[config.mk]
export PLATFORM = sky130hd
export DESIGN_NAME = dcap_timer
export DESIGN_NICKNAME = d
export VERILOG_FILES = /design/src/rtl/dct_pkg.sv /design/src/rtl/dct_prescale.sv /design/src/rtl/dct_edge.sv /design/src/rtl/dct_core.sv /design/src/rtl/dcap_timer.sv
export SDC_FILE = /design/constraint.sdc
export NUM_CORES = 1
export LEC_CHECK = 0
export ABC_AREA = 0
export BUFFER_PORTS_ARGS = -buffer_cell sky130_fd_sc_hd__buf_2
export CAP_MARGIN = 15
export CORE_UTILIZATION = 40
export CTS_CLUSTER_DIAMETER = 60
export DETAILED_ROUTE_END_ITERATION = 8
export PLACE_DENSITY = 0.63
export SYNTH_ARGS = -nofsm -noshare
export SYNTH_HDL_FRONTEND = slang
export SYNTH_HIERARCHICAL = 1
export SYNTH_SLANG_ARGS = --single-unit
[constraint.sdc]
create_clock -name clk -period 2.2 [get_ports clk]
set_input_delay 0.11 -clock clk [delete_from_list [all_inputs] [get_ports clk]]
set_output_delay 0.11 -clock clk [all_outputs]
set_load 0.01 [all_outputs]
[src/rtl/dct_pkg.sv]
package dct_pkg;

  // control register field positions
  localparam int unsigned CB_EN     = 0;
  localparam int unsigned CB_DEMOD  = 1;
  localparam int unsigned CB_ONCE   = 2;
  localparam int unsigned CB_CAPM   = 5;
  localparam int unsigned CB_TMOM   = 6;
  localparam int unsigned CB_PINSEL = 7;

  // register addresses
  localparam int unsigned A_CTRL = 0;
  localparam int unsigned A_STAT = 1;
  localparam int unsigned A_RLD  = 2;
  localparam int unsigned A_CAP  = 4;

  typedef struct packed {
    logic       pin_sel;
    logic       tmo_mask;
    logic       cap_mask;
    logic [1:0] cks;
    logic       once;
    logic       demod;
    logic       en;
  } ctrl_t;

  // low bits of the prescaler that must all be 1 for a tick
  function automatic logic [7:0] div_mask(input logic [1:0] cks);
    return 8'((1 << cks) - 1);
  endfunction

endpackage

[src/rtl/dct_prescale.sv]
module dct_prescale #(
  parameter int unsigned PSW = 3
) (
  input  logic       clk,
  input  logic       rst_n,
  input  logic       run,
  input  logic       restart,
  input  logic [1:0] cks,
  output logic       tick
);
  import dct_pkg::*;

  logic [PSW-1:0] pre;
  logic [PSW-1:0] mask;

  always_comb mask = PSW'(div_mask(cks));

  assign tick = run && !restart && ((pre & mask) == mask);

  always_ff @(posedge clk or negedge rst_n) begin
    if (!rst_n)       pre <= '0;
    else if (restart) pre <= '0;
    else if (run)     pre <= pre + 1'b1;
  end
endmodule

[src/rtl/dct_edge.sv]
module dct_edge #(
  parameter int unsigned STAGES = 2
) (
  input  logic clk,
  input  logic rst_n,
  input  logic din,
  output logic edge_ev
);
  // sh[STAGES-1] is the last synchronizer stage, sh[STAGES] its delayed copy
  logic [STAGES:0] sh;

  always_ff @(posedge clk or negedge rst_n) begin
    if (!rst_n) sh <= '0;
    else        sh <= {sh[STAGES-1:0], din};
  end

  assign edge_ev = sh[STAGES] ^ sh[STAGES-1];
endmodule

[src/rtl/dct_core.sv]
module dct_core #(
  parameter int unsigned CW = 16
) (
  input  logic          clk,
  input  logic          rst_n,
  input  logic          tick,
  input  logic          restart,
  input  logic          edge_ev,
  input  logic          run,
  input  logic          demod,
  input  logic          once,
  input  logic [CW-1:0] reload,
  input  logic          tmo_clr,
  input  logic          cap_clr,
  output logic [CW-1:0] count,
  output logic [CW-1:0] cap_val,
  output logic          tmo_flag,
  output logic          cap_flag,
  output logic          tout,
  output logic          armed,
  output logic          term_ev,
  output logic          cap_ev
);

  function automatic logic [CW-1:0] elapsed(input logic [CW-1:0] rl,
                                            input logic [CW-1:0] cur);
    return rl - cur;
  endfunction

  assign cap_ev  = run && demod && edge_ev && (!once || armed) && !restart;
  assign term_ev = tick && (count == '0) && !cap_ev && !restart;

  always_ff @(posedge clk or negedge rst_n) begin
    if (!rst_n)                count <= '0;
    else if (restart)          count <= reload;
    else if (cap_ev || term_ev) count <= reload;
    else if (tick)             count <= count - 1'b1;
  end

  always_ff @(posedge clk or negedge rst_n) begin
    if (!rst_n)      cap_val <= '0;
    else if (cap_ev) cap_val <= elapsed(reload, count);
  end

  always_ff @(posedge clk or negedge rst_n) begin
    if (!rst_n)                   armed <= 1'b1;
    else if (restart || term_ev)  armed <= 1'b1;
    else if (cap_ev && once)      armed <= 1'b0;
  end

  always_ff @(posedge clk or negedge rst_n) begin
    if (!rst_n)       tmo_flag <= 1'b0;
    else if (term_ev) tmo_flag <= 1'b1;
    else if (tmo_clr) tmo_flag <= 1'b0;
  end

  always_ff @(posedge clk or negedge rst_n) begin
    if (!rst_n)       cap_flag <= 1'b0;
    else if (cap_ev)  cap_flag <= 1'b1;
    else if (cap_clr) cap_flag <= 1'b0;
  end

  always_ff @(posedge clk or negedge rst_n) begin
    if (!rst_n)       tout <= 1'b0;
    else if (term_ev) tout <= ~tout;
  end
endmodule

[src/rtl/dcap_timer.sv]
module dcap_timer #(
  parameter int unsigned CW          = 16,
  parameter int unsigned DW          = 8,
  parameter int unsigned AW          = 3,
  parameter int unsigned PSW         = 3,
  parameter int unsigned SYNC_STAGES = 2
) (
  input  logic          clk,
  input  logic          rst_n,
  input  logic          bus_wr,
  input  logic [AW-1:0] bus_addr,
  input  logic [DW-1:0] bus_wdata,
  output logic [DW-1:0] bus_rdata,
  input  logic          demod_in,
  input  logic          port_dout,
  output logic          pin_out,
  output logic          irq_capture,
  output logic          irq_timeout
);
  import dct_pkg::*;

  localparam int unsigned NB = CW / DW;

  ctrl_t          ctrl;
  logic [CW-1:0]  reload_q;
  logic           ctrl_wr, stat_wr;
  logic           tmo_clr, cap_clr;
  logic           tick, edge_ev;
  logic [CW-1:0]  count, cap_val;
  logic           tmo_flag, cap_flag, tout, armed;
  logic           term_ev, cap_ev;
  logic           once_q;

  assign ctrl_wr = bus_wr && (bus_addr == AW'(A_CTRL));
  assign stat_wr = bus_wr && (bus_addr == AW'(A_STAT));
  assign tmo_clr = stat_wr && bus_wdata[0];
  assign cap_clr = stat_wr && bus_wdata[1];
  assign once_q  = ctrl.once;

  always_ff @(posedge clk or negedge rst_n) begin
    if (!rst_n)       ctrl <= '0;
    else if (ctrl_wr) ctrl <= ctrl_t'(bus_wdata[7:0]);
  end

  for (genvar i = 0; i < NB; i++) begin : g_rld
    always_ff @(posedge clk or negedge rst_n) begin
      if (!rst_n) reload_q[i*DW +: DW] <= '0;
      else if (bus_wr && (bus_addr == AW'(A_RLD + i)))
        reload_q[i*DW +: DW] <= bus_wdata;
    end
  end

  always_comb begin
    bus_rdata = '0;
    if (bus_addr == AW'(A_CTRL)) bus_rdata = DW'(ctrl);
    if (bus_addr == AW'(A_STAT)) bus_rdata = DW'({cap_flag, tmo_flag});
    for (int i = 0; i < NB; i++) begin
      if (bus_addr == AW'(A_RLD + i)) bus_rdata = reload_q[i*DW +: DW];
      if (bus_addr == AW'(A_CAP + i)) bus_rdata = cap_val[i*DW +: DW];
    end
  end

  dct_prescale #(.PSW(PSW)) u_pre (
    .clk(clk), .rst_n(rst_n), .run(ctrl.en), .restart(ctrl_wr),
    .cks(ctrl.cks), .tick(tick)
  );

  dct_edge #(.STAGES(SYNC_STAGES)) u_edge (
    .clk(clk), .rst_n(rst_n), .din(demod_in), .edge_ev(edge_ev)
  );

  dct_core #(.CW(CW)) u_core (
    .clk(clk), .rst_n(rst_n), .tick(tick), .restart(ctrl_wr),
    .edge_ev(edge_ev), .run(ctrl.en), .demod(ctrl.demod), .once(ctrl.once),
    .reload(reload_q), .tmo_clr(tmo_clr), .cap_clr(cap_clr),
    .count(count), .cap_val(cap_val), .tmo_flag(tmo_flag),
    .cap_flag(cap_flag), .tout(tout), .armed(armed),
    .term_ev(term_ev), .cap_ev(cap_ev)
  );

  assign irq_capture = cap_flag && ctrl.cap_mask;
  assign irq_timeout = tmo_flag && ctrl.tmo_mask;
  assign pin_out     = ctrl.pin_sel ? tout : port_dout;
endmodule

After elaboration in Yosys (flattened, before gate mapping). Cells that the tools add are included.

Memory bits (writable): 0. Bits of input ports: 16. Flip-flop bits (word level): 66. Bits in latches: 0. Word-level logic and storage cells: 80. Memories kept: 0. Bits in read-only memories: 0.

Reductions and logical operators: 31. Equality and inequality tests: 6. Multipliers: 0. Multiplexer cells: 18. Bitwise operators: 3. $add $sub $neg: 4. $lt $le $gt $ge: 0. Shift operators: 1. Divide/modulo/power cells: 0.

Operators with widths (number): 2-to-1 mux 16 bit (3); 2-to-1 mux 8 bit (6); logical AND 1 bit (18); logical NOT 16 bit (1); subtractor 16 x 1 -> 16 bit, second input constant (1); subtractor 16 bit (1); nonzero test 2 bit (4); 2-to-1 mux 1 bit (7); == test 3 x 2 -> 1 bit, second input constant (2); == test 3 bit, second input constant (2); 2-to-1 mux 3 bit (2); adder 3 x 1 -> 3 bit, second input constant (1); AND 3 bit (1); == test 3 x 1 -> 1 bit, second input constant (1); == test 3 bit (1); logical NOT 1 bit (3); logical NOT 3 bit (1); logical OR 1 bit (3); nonzero test 3 bit (1); left shift 1 x 2 -> 3 bit, first input constant (1); subtractor 3 x 2 -> 3 bit, second input constant (1); inverter 1 bit (1); XOR 1 bit (1).

Longest topological paths before layout.
Word-level depth: 11. Mapped depth: 11. Gate-level depth less buffers: 10.

Cells and area by module. Netlist, hierarchy kept.

Modules (own cells, without submodules): dct_core (instances 1, area an instance 2459.9 sq um, sequential area each 902.1 sq um, cells each 268); dcap_timer (instances 1, area an instance 1340.0 sq um, sequential area each 600.6 sq um, cells each 110); dct_prescale (instances 1, area an instance 166.4 sq um, sequential area each 75.1 sq um, cells each 16); dct_edge (instances 1, area an instance 83.8 sq um, sequential area each 75.1 sq um, cells each 4).

Least setup slack after synthesis. OpenSTA, ideal clock, no wires.

Path type: register -> register. Start: reg u_core.count[1]. End: reg u_core.cap_val[15]. Arrival time: 2.103 ns. Setup time: 0.120 ns. Stages on the path, launching flop included: 10. Path buffers: 0. Setup slack: -0.023 ns. Path through: dfrtp_1 -> inv_1 -> ha_1 -> nor2b_1 -> o31ai_1 -> a21oi_1 -> a211oi_2 -> a31oi_1 -> or2_2 -> a31o_2.

Longest elaborated chain between the ends: 1.

RTL lines: start, declared (line dct_core.sv:15) `output logic [CW-1:0] count,`; start signal, assigned (line dct_core.sv:35) `else if (restart) count <= reload;`; start signal, assigned (line dct_core.sv:36) `else if (cap_ev || term_ev) count <= reload;`; start signal, assigned (line dct_core.sv:37) `else if (tick) count <= count - 1'b1;`; subtractor 16 bit (line dct_core.sv:27) `return rl - cur;`; end signal, assigned (line dct_core.sv:42) `else if (cap_ev) cap_val <= elapsed(reload, count);`; end, declared (line dct_core.sv:16) `output logic [CW-1:0] cap_val,`.

No other way between the ends. A chain may end at the register's enable or synchronous reset.

Worst setup path after layout.
Start: reg ctrl[4] (netlist bit). End: reg u_core.count[15].

Longest elaborated chain between the ends: 11. Elaborated cells on any way between the ends: 12.

RTL lines: start, declared (line dcap_timer.sv:24) `ctrl_t ctrl;`; start signal, assigned (line dcap_timer.sv:42) `else if (ctrl_wr) ctrl <= ctrl_t'(bus_wdata[7:0]);`; left shift 1 x 2 -> 3 bit * (line dct_pkg.sv:29) `return 8'((1 << cks) - 1);`; subtractor 3 x 2 -> 3 bit * (line dct_pkg.sv:29); AND 3 bit (line dct_prescale.sv:18) `assign tick = run && !restart && ((pre & mask) == mask);`; == test 3 bit * (line dct_prescale.sv:18); logical AND 1 bit * (line dct_prescale.sv:18); named net tick (line dcap_timer.sv:28) `logic tick, edge_ev;`; logical AND 1 bit (3 in series) (line dct_core.sv:31) `assign term_ev = tick && (count == '0) && !cap_ev && !restart;`; logical OR 1 bit (line dct_core.sv:36); 2-to-1 mux 16 bit (line dct_core.sv:36); 2-to-1 mux 16 bit (line dct_core.sv:35).

The timed path passes the listed nets; every way through them passes the cells marked *.

==> qor.csv <==
stage,metric,value,unit
status,status,finished with violations,
status,violations,setup timing,
grt,gr-total-overflow,0,
timing,fmax,449,MHz
logic_synthesis,syn_area,0.00405,sq mm
power,ir_worst_vdd,0.435,mV
final_layout,fillCellCount,893,
final_layout,multi_input_area,0.00240,sq mm
final_layout,drive_gt1_frac,0.393,
worst_setup_path,cp-end-kind,flop,
flow_run,cap_viol_max_count,0,
grt,grt_pass1_vias,3299,
route,drt_wl_total,10800,microns
clock_network,h-tree-depth,3,
worst_setup_path,required,2.43,ns
floorplanning,die_w,103,microns
logic_synthesis,syn_avg_cell_area,10.2,sq um
clock_network,cts_buffers,9,
final_layout,diodes,0,
clock_network,path_clk_slew,0.08,ns
final_layout,final_net_count,524,
clock_network,cts_sinks,66,
worst_setup_path,cp-start-kind,flop,
worst_setup_path,worstSetupPathType,flop to flop,
grt,antenna_found_initial,1,
worst_hold_path,hold_path.class,input pin to flop,
placed_design,dp_hpwl,8170,microns
timing,timing.final.ws_setup,-0.0261,ns
clock_network,clk_latency,0.35,ns
worst_setup_path,arrival,2.46,ns
floorplanning,dieArea,0.0105,sq mm
route,drt_iter0_markers,135,
power,powerDensity,1300,mW/mm^2
floorplanning,die_y,103,microns
grt,grt_max_degree,36,
grt,grt_use_total,0.218,
floorplanning,start_util,0.414,
logic_synthesis,synth_warnings,6,
route,routed-via-count,3252,
timing,clock_skew,0.00717,ns
timing,final_hold_viol_count,0,
clock_network,root_buffer,clkbuf_8,
logic_synthesis,syn_inst,397,
floorplanning,rows,36,
timing,slew_headroom,0.657,
placed_design,gp_congestion,0.870,
timing,fin_crit,2.23,ns
worst_setup_path,path_max_fanout,4,
placed_design,io_buffers,26,
power,leakage,0.00235,uW
clock_network,clock_path_buffers,2,
timing,rsz0062_at_grt,true,
logic_synthesis,syn_nets,432,
route,viasPerCell,5.19,
clock_network,cts_tree,yes,
timing,whs,0.0276,ns
floorplanning,coreArea,0.00977,sq mm
timing,worst_pin_slew,0.511,ns
route,drt.antenna.violating_nets,0,
timing,period_share,1.01,
floorplanning,boundaryPins,27,
final_layout,mostFrequentLayoutCells,"63 x dfrtp_1, 63 x buf_4, 42 x nand2_1, 26 x buf_2, 25 x mux2_2",
route,routedWlPerCell,17.2,microns
route,drcViolationCount,0,
final_layout,syn_to_final_growth,27.5,%
timing,tns,-0.0261,ns
grt,grt_pass1_wl,16900,microns
final_layout,seqCellArea,0.00166,sq mm
timing,slew_violations,0,
timing,setup-violations-final,1,
route,first_pass_iters,4,
==> layer usage <==
layer | wire (microns) | vias to the layer above | track usage | share of wire
li1 | - | 1592 | - | -
met1 | 4660 | 1579 | 0.281 | 0.43
met2 | 5440 | 66 | 0.366 | 0.50
met3 | 464 | 15 | 0.0393 | 0.043
met4 | 218 | 0 | 0.0769 | 0.020
met5 | 0 | - | 0 | 0
==> worst max-delay path, cell delays in order (launching register included) <==
cell      delay [ns]
dfrtp_1         0.42
buf_6           0.13
a221oi_2        0.24
buf_4           0.19
nand4_4         0.10
or3_4           0.34
or2_4           0.28
nor4_4          0.16
xnor2_1         0.18
o21ai_2         0.07
==> path summary, 6_finish.rpt <==
path	startpoint	to	slack [ns]	cells past startpoint
worst max-delay path	ctrl[4]	u_core/count[15]	-0.03	9
worst min-delay path	bus_wdata[7]	ctrl[7]	0.03	2
worst max register to register	ctrl[4]	u_core/count[15]	-0.03	9
worst min register to register	u_edge/sh[0]	u_edge/sh[1]	0.37	0
max in group asynchronous	rst_n	u_core/count[8]	1.17	3
min in group asynchronous	rst_n	u_edge/sh[2]	0.26	2
==> through the flow <==
| step | cell area, sq um | worst slack, ns | instances | total power, uW | util |
|---|---|---|---|---|---|
| after global placement | 4700 | -0.0768 | 601 | 5180 | 0.481 |
| after CTS | 4950 | -0.0247 | 620 | 6270 | 0.507 |
| after floorplan | 4050 | 0.00441 | 397 | 4030 | - |
| final | 5160 | -0.0261 | 627 | 6710 | 0.528 |
| after global routing | 5160 | -0.107 | 627 | 7220 | 0.528 |
| after detailed placement | 4700 | -0.127 | 601 | 5260 | 0.481 |
==> area by class of cell <==
cell class	instances	share of cell area
multi-input combinational	291	0.465
sequential	66	0.321
inverter	27	0.0197
tap	133	0.0323
clock buffer	10	0.0247
clock inverter	6	0.00825
timing repair buffer	94	0.129
==> flip-flops by register name, indices dropped and copies added (netlist names), 3 cells and up <==
| signal | cells |
|---|---|
| ctrl | 7 |
| u_edge/sh | 3 |
| u_pre/pre | 3 |
| u_core/count | 16 |
| reload_q | 16 |
| u_core/cap_val | 16 |
==> what timing repair did <==
item                       CTS  global route
hold endpoints to repair    18             0
pin swaps                    1            15
setup buffers                1             7
gates resized for setup     12            36
hold buffers                 2             0
setup endpoints to repair   12            23
==> power by group <==
| group | switching, uW | total, uW | internal [uW] | leakage [uW] |
|---|---|---|---|---|
| Combinational | 1910 | 3790 | 1880 | 0.00146 |
| Sequential | 360 | 2010 | 1650 | 0.000805 |
| Clock | 498 | 909 | 411 | 0.0000827 |
(Power assumes the default switching activity.)
